[src/rtl/ebu_pkg.sv]
`timescale 1ns/1ps
package ebu_pkg;
  localparam int NUM_STROBE = 4;

  // encoding follows {req_io, req_write}
  typedef enum logic [1:0] {
    K_MEM_RD = 2'd0,
    K_MEM_WR = 2'd1,
    K_IO_RD  = 2'd2,
    K_IO_WR  = 2'd3
  } kind_t;

  typedef enum logic {
    S_IDLE = 1'b0,
    S_BUSY = 1'b1
  } state_t;
endpackage

[src/rtl/ebu_req_decode.sv]
`timescale 1ns/1ps
module ebu_req_decode
  import ebu_pkg::*;
#(
  parameter int ADDR_W = 16,
  parameter int LANES  = 2
) (
  input  logic              req_valid,
  input  logic              req_write,
  input  logic              req_io,
  input  logic [ADDR_W-1:0] req_addr,
  input  logic              idle,
  output logic              start,
  output logic              misalign,
  output kind_t             kind
);
  localparam int OFS_W = (LANES > 1) ? $clog2(LANES) : 1;

  logic odd;

  generate
    if (LANES > 1) begin : g_align
      assign odd = |req_addr[OFS_W-1:0];
    end else begin : g_no_align
      assign odd = 1'b0;
    end
  endgenerate

  // odd word address is refused, R10: only taken while idle
  assign start    = req_valid & idle & ~odd;
  assign misalign = req_valid & idle & odd;
  assign kind     = kind_t'({req_io, req_write});
endmodule

[src/rtl/ebu_seq.sv]
`timescale 1ns/1ps
module ebu_seq
  import ebu_pkg::*;
(
  input  logic                  clk,
  input  logic                  rst,
  input  logic                  start,
  input  logic                  misalign,
  input  kind_t                 kind,
  input  logic                  ready,
  output logic [NUM_STROBE-1:0] strobes,
  output logic                  busy,
  output logic                  idle,
  output logic                  complete,
  output logic                  done,
  output logic                  err
);
  state_t                state_q;
  logic [NUM_STROBE-1:0] strb_q;
  logic                  done_q;
  logic                  err_q;

  always_ff @(posedge clk) begin
    if (rst) begin
      state_q <= S_IDLE;
      strb_q  <= '0;
      done_q  <= 1'b0;
      err_q   <= 1'b0;
    end else begin
      done_q <= 1'b0;
      err_q  <= misalign;
      case (state_q)
        S_IDLE: begin
          if (start) begin
            strb_q  <= NUM_STROBE'(1) << kind;
            state_q <= S_BUSY;
          end
        end
        S_BUSY: begin
          if (ready) begin                      // wait states until ready
            strb_q  <= '0;
            done_q  <= 1'b1;
            state_q <= S_IDLE;
          end
        end
        default: state_q <= S_IDLE;
      endcase
    end
  end

  assign strobes  = strb_q;
  assign busy     = (state_q == S_BUSY);
  assign idle     = ~busy;
  assign complete = busy & ready;
  assign done     = done_q;
  assign err      = err_q;
endmodule

[src/rtl/ebu_datapath.sv]
`timescale 1ns/1ps
module ebu_datapath #(
  parameter int ADDR_W = 16,
  parameter int DATA_W = 16
) (
  input  logic              clk,
  input  logic              rst,
  input  logic              start,
  input  logic              complete,
  input  logic              req_write,
  input  logic [ADDR_W-1:0] req_addr,
  input  logic [DATA_W-1:0] req_wdata,
  input  logic [DATA_W-1:0] din,
  output logic [ADDR_W-1:0] addr_bus,
  output logic [DATA_W-1:0] data_out,
  output logic              data_oe,
  output logic [DATA_W-1:0] rdata
);
  logic [ADDR_W-1:0] addr_q;
  logic [DATA_W-1:0] wd_q;
  logic [DATA_W-1:0] rd_q;
  logic              oe_q;

  always_ff @(posedge clk) begin
    if (rst) begin
      addr_q <= '0;
      wd_q   <= '0;
      rd_q   <= '0;
      oe_q   <= 1'b0;
    end else if (start) begin
      addr_q <= req_addr;          // held for the whole access
      wd_q   <= req_wdata;
      oe_q   <= req_write;
    end else if (complete) begin
      addr_q <= '0;                // bus rests at zero
      oe_q   <= 1'b0;
      if (!oe_q) rd_q <= din;      // even byte already in upper lane
    end
  end

  assign addr_bus = addr_q;
  assign data_oe  = oe_q;
  assign data_out = oe_q ? wd_q : '0;
  assign rdata    = rd_q;
endmodule

[src/rtl/ebu_bus_unit.sv]
`timescale 1ns/1ps
module ebu_bus_unit
  import ebu_pkg::*;
#(
  parameter int ADDR_W = 16,
  parameter int DATA_W = 16,
  parameter int BYTE_W = 8
) (
  input  logic              clk,
  input  logic              rst,
  input  logic              req_valid,
  input  logic              req_write,
  input  logic              req_io,
  input  logic [ADDR_W-1:0] req_addr,
  input  logic [DATA_W-1:0] req_wdata,
  output logic              stall,
  output logic              rsp_valid,
  output logic [DATA_W-1:0] rsp_rdata,
  output logic              misalign_err,
  output logic [ADDR_W-1:0] addr_bus,
  output logic [DATA_W-1:0] data_out,
  output logic              data_oe,
  input  logic [DATA_W-1:0] data_in,
  output logic              mem_rd,
  output logic              mem_wr,
  output logic              io_rd,
  output logic              io_wr,
  input  logic              ready
);
  localparam int LANES = DATA_W / BYTE_W;

  logic                  start;
  logic                  misalign;
  kind_t                 kind;
  logic [NUM_STROBE-1:0] strobes;
  logic                  busy;
  logic                  idle;
  logic                  complete;

  ebu_req_decode #(
    .ADDR_W(ADDR_W),
    .LANES (LANES)
  ) u_dec (
    .req_valid(req_valid),
    .req_write(req_write),
    .req_io   (req_io),
    .req_addr (req_addr),
    .idle     (idle),
    .start    (start),
    .misalign (misalign),
    .kind     (kind)
  );

  ebu_seq u_seq (
    .clk     (clk),
    .rst     (rst),
    .start   (start),
    .misalign(misalign),
    .kind    (kind),
    .ready   (ready),
    .strobes (strobes),
    .busy    (busy),
    .idle    (idle),
    .complete(complete),
    .done    (rsp_valid),
    .err     (misalign_err)
  );

  ebu_datapath #(
    .ADDR_W(ADDR_W),
    .DATA_W(DATA_W)
  ) u_dp (
    .clk      (clk),
    .rst      (rst),
    .start    (start),
    .complete (complete),
    .req_write(req_write),
    .req_addr (req_addr),
    .req_wdata(req_wdata),
    .din      (data_in),
    .addr_bus (addr_bus),
    .data_out (data_out),
    .data_oe  (data_oe),
    .rdata    (rsp_rdata)
  );

  assign stall  = busy;
  assign mem_rd = strobes[K_MEM_RD];
  assign mem_wr = strobes[K_MEM_WR];
  assign io_rd  = strobes[K_IO_RD];
  assign io_wr  = strobes[K_IO_WR];
endmodule

[config.mk]
export PLATFORM = sky130hd
export DESIGN_NAME = ebu_bus_unit
export DESIGN_NICKNAME = d
export VERILOG_FILES = /design/src/rtl/ebu_pkg.sv /design/src/rtl/ebu_req_decode.sv /design/src/rtl/ebu_seq.sv /design/src/rtl/ebu_datapath.sv /design/src/rtl/ebu_bus_unit.sv
export SDC_FILE = /design/constraint.sdc
export NUM_CORES = 1
export LEC_CHECK = 0
export BUFFER_PORTS_ARGS = -buffer_cell sky130_fd_sc_hd__buf_2
export CAP_MARGIN = 20
export CELL_PAD_IN_SITES_DETAIL_PLACEMENT = 0
export CELL_PAD_IN_SITES_GLOBAL_PLACEMENT = 1
export CORE_MARGIN = 8
export CORE_UTILIZATION = 31
export CTS_CLUSTER_SIZE = 10
export DETAILED_ROUTE_END_ITERATION = 8
export GPL_TIMING_DRIVEN = 0
export PLACE_DENSITY_LB_ADDON = 0.1
export SLEW_MARGIN = 20
export SYNTH_ARGS = -nofsm -noshare
export SYNTH_HDL_FRONTEND = slang
export SYNTH_SLANG_ARGS = --single-unit
[constraint.sdc]
create_clock -name clk -period 1.8 [get_ports clk]
set_clock_uncertainty 0.05 [all_clocks]
set_input_delay 0 -clock clk [delete_from_list [all_inputs] [get_ports clk]]
set_output_delay 0 -clock clk [all_outputs]
set_load 0.02 [all_outputs]
==> results list <==
- The run finished with clean final reports.
* Total global-route track usage: 13.41%
* Postcts setup bufs: 0
* Clk sinks: 56
- The die covers 9324 um^2.
- The analysis attributes to cell leakage a power of 1.547 nW.
- The critical path starts at u_seq.busy.
* Post-detailed-route count of antenna-violating nets: 0
- After detailed routing, the average wire length per cell comes to 13.50 um.
- Fill cells in the final layout number 641.
- First-pass GRT wire length: 9908 um
- The cell sitting at the root of the clock tree is a sky130_fd_sc_hd__clkbuf_8.
- Most frequent standard cell in the layout excluding fill and tap cells: sky130_fd_sc_hd__buf_2
- Across all layers, the routed design uses 2108 vias.
* Type of the worst min-delay path: primary input to flip-flop
* Vias per Instance: 4.457
* Count of placed standard cells including taps: 413
* Core Util, Final: 52.36%
- Seq. cell area: 1121 um^2
- Number of synthesized register bits: 56
- Data arrives at the worst endpoint at 1.85 ns.
- Number of cells in the finished layout apart from fillers: 473
* Areal power density over the cells: 760.1 nW/um^2
- In the routed design, unresolved DRC markers number 0.
- Source of the worst register-to-register timing path: u_seq.busy
- VDD sags by at most 0.0003680 V.
- A synthesized cell averages 8.863 um^2.
- Sequential elements use 55.72% of the synthesized area.
- Synth-to-Final Area Change: 64.30%
- Starting Density: 31.87%
* Number of global-route vias before repair: 2081
- Of all nets on the critical path, the largest fanout is 10.
* Clock latency of the later-clocked register in the worst-skew pair: 0.30 ns
* Initial antenna violation count: 0
- Count of TritonRoute iterations in the first routing pass: 4
- Die height: 96.56 um
- The synthesized netlist contains 23 unique library cells.
- At the placement stage, the worst setup path has a slack of 0.1101 ns.
- Transition time at the pin with the least slew margin: 0.4868 ns
- The critical path in this run is classified as flip-flop to flip-flop.
- Cell Area, Synth: 2012 um^2
- The congestion estimate from routability-driven global placement came to 0.6896.
- The max-slew violation count was 0.
- TritonCTS clock tree: yes
* Area of the core: 6314 um^2
- Deepest level of the CTS H-tree: 2
* Clock transition at path regs: 0.10 ns
- Data required time of the critical path: 1.96 ns
* Number of top-level design ports: 110
- Setup repair after global routing left no endpoint under its margin.
- Element type at the critical path start: flip-flop
- Number of warnings reported in the yosys synthesis log: 0
- Final Critical Period: 1.690 ns
- Counting instances, the worst hold path has a depth of 4.
- Wire length after detailed routing: 6385 um
- Static timing analysis puts the maximum clock frequency at 0.5919 GHz.
- 0 antenna diodes ended up in the layout.
- Port buffering added 109 buffers.
- Worst setup slack after layout: 0.1104 ns
- The multi-input combinational cells in the finished layout cover a total of 825.8 um^2.
* Total clock buffers created by CTS: 5
* Post-Syn Instances: 227
- Detailed Route Iter0 Violations: 95
* Most frequent cells in the layout: sky130_fd_sc_hd__buf_2, sky130_fd_sc_hd__nand2_1, sky130_fd_sc_hd__dfxtp_1
- Overflow left after global routing: 0
* Share of the cycle needed by the critical path after routing: 93.86%
- The number of failing hold endpoints at the final stage came to 0.
* Headroom to the max-slew limit: 67.55%
* Largest net degree at the start of global routing: 18
* Hold Startpoint: rst
- Nature of the critical path endpoint: flip-flop
- HPWL Detailed: 4447 um
- Setup violators final: 0
* Proportion of layout cells with a drive suffix above 1: 32.07%
- After floorplanning, the core was divided into 29 placement rows.
* Horiz. Die Dim: 96.56 um
- Total negative slack for setup checks: 0 ns
- Clk buf depth: 2
- Across the run, the number of max-cap violations was 0.
- Nets: 449
- Reg2Reg Depth: 6
- The number of nets handed over by synthesis was 281.
## report_power, final
group          switching, mW  internal, mW  leakage [nW]
registers             0.0228          1.29         0.456
clock network          0.419         0.413        0.0541
logic                  0.181         0.191          1.04
total                  0.623          1.89          1.55
## worst paths after layout
path / end / slack, ns
worst max-delay path: u_dp.addr_bus[10] / 0.11
worst min-delay path: u_seq.strobes[2] / 0.01
worst max register to register: u_dp.addr_bus[10] / 0.11
worst min register to register: u_dp.wd_q[11] / 0.40
## timing repair
action | CTS | global route
setup endpoints to repair | 0 | 21
hold endpoints to repair | 55 | 0
hold buffers | 52 | 0
gates resized for setup | 0 | 5
## flip-flops by register name, indices dropped and copies added, names as in the netlist
signal / flops
u_seq.strobes: 4
u_seq.err: 1
u_dp.rdata: 16
u_seq.busy: 1
u_dp.data_oe: 1
u_seq.done: 1
u_dp.addr_bus: 16
u_dp.wd_q: 16
## cell usage after synthesis
library cell | number | share of area [%]
sky130_fd_sc_hd__a21oi_1 | 34 | 8.5
sky130_fd_sc_hd__a22o_1 | 15 | 6.5
sky130_fd_sc_hd__and2_1 | 17 | 5.3
sky130_fd_sc_hd__and3_1 | 1 | 0.31
sky130_fd_sc_hd__and3b_1 | 1 | 0.44
sky130_fd_sc_hd__buf_1 | 3 | 0.56
sky130_fd_sc_hd__buf_2 | 4 | 1.0
sky130_fd_sc_hd__buf_6 | 2 | 1.1
sky130_fd_sc_hd__clkbuf_1 | 7 | 1.3
sky130_fd_sc_hd__dfxtp_1 | 56 | 56
sky130_fd_sc_hd__inv_1 | 1 | 0.19
sky130_fd_sc_hd__nand2_1 | 67 | 12
sky130_fd_sc_hd__nand2b_1 | 2 | 0.62
sky130_fd_sc_hd__nand3_1 | 6 | 1.5
sky130_fd_sc_hd__nand3b_1 | 1 | 0.37
sky130_fd_sc_hd__nor2_1 | 1 | 0.19
sky130_fd_sc_hd__nor3_1 | 1 | 0.25
sky130_fd_sc_hd__nor3b_2 | 1 | 0.62
sky130_fd_sc_hd__nor4b_2 | 1 | 0.75
sky130_fd_sc_hd__nor4bb_1 | 1 | 0.50
sky130_fd_sc_hd__o21ai_0 | 2 | 0.50
sky130_fd_sc_hd__o41ai_1 | 2 | 0.87
sky130_fd_sc_hd__or3b_1 | 1 | 0.44
## logic make-up (layout without fill, tap and decap cells)
| logic type | Yosys count | count (layout) | synth area share (%) |
|---|---|---|---|
| AO/OA/AOI/OAI | 53 | 53 | 16.36 |
| buffers and inverters | 17 | 186 | 4.167 |
| flip-flops | 56 | 56 | 55.72 |
| AND/OR/NAND/NOR | 101 | 101 | 23.76 |
## critical path, cell delays in order, from the launching register on
cell and delay [ns]:
sky130_fd_sc_hd__dfxtp_1 0.34, sky130_fd_sc_hd__or3b_1 0.36, sky130_fd_sc_hd__buf_2 0.19, sky130_fd_sc_hd__and2_1 0.16
sky130_fd_sc_hd__buf_6 0.13, sky130_fd_sc_hd__buf_6 0.13, sky130_fd_sc_hd__a22o_1 0.23
## final cells by class
type                       count  area share, %
clock buffer                   5          2.082
inverter                       1         0.1136
tap                           77          2.914
timing repair buffer         161          32.25
buffer                        16          2.460
multi-input combinational    154          24.98
clock inverter                 3          1.287
sequential                    56          33.91
## metrics by stage
stage          total power [mW]  area [um^2]  hold slack (ns)
2_1_floorplan             1.489         2012          0.05225
3_3_place_gp              1.622         2654           0.1597
3_5_place_dp              1.622         2654           0.1635
4_1_cts                   2.547         3286          0.02424
5_1_grt                   2.635         3306          0.03883
6_report                  2.513         3306          0.01288
## routing by layer
layer / track usage, % / wire, um
met5: 0 / 0
met4: 3.783 / 65
met3: 4.250 / 583
met2: 23.00 / 3047
met1: 15.65 / 2689
Power figures use the tool's default switching activity.
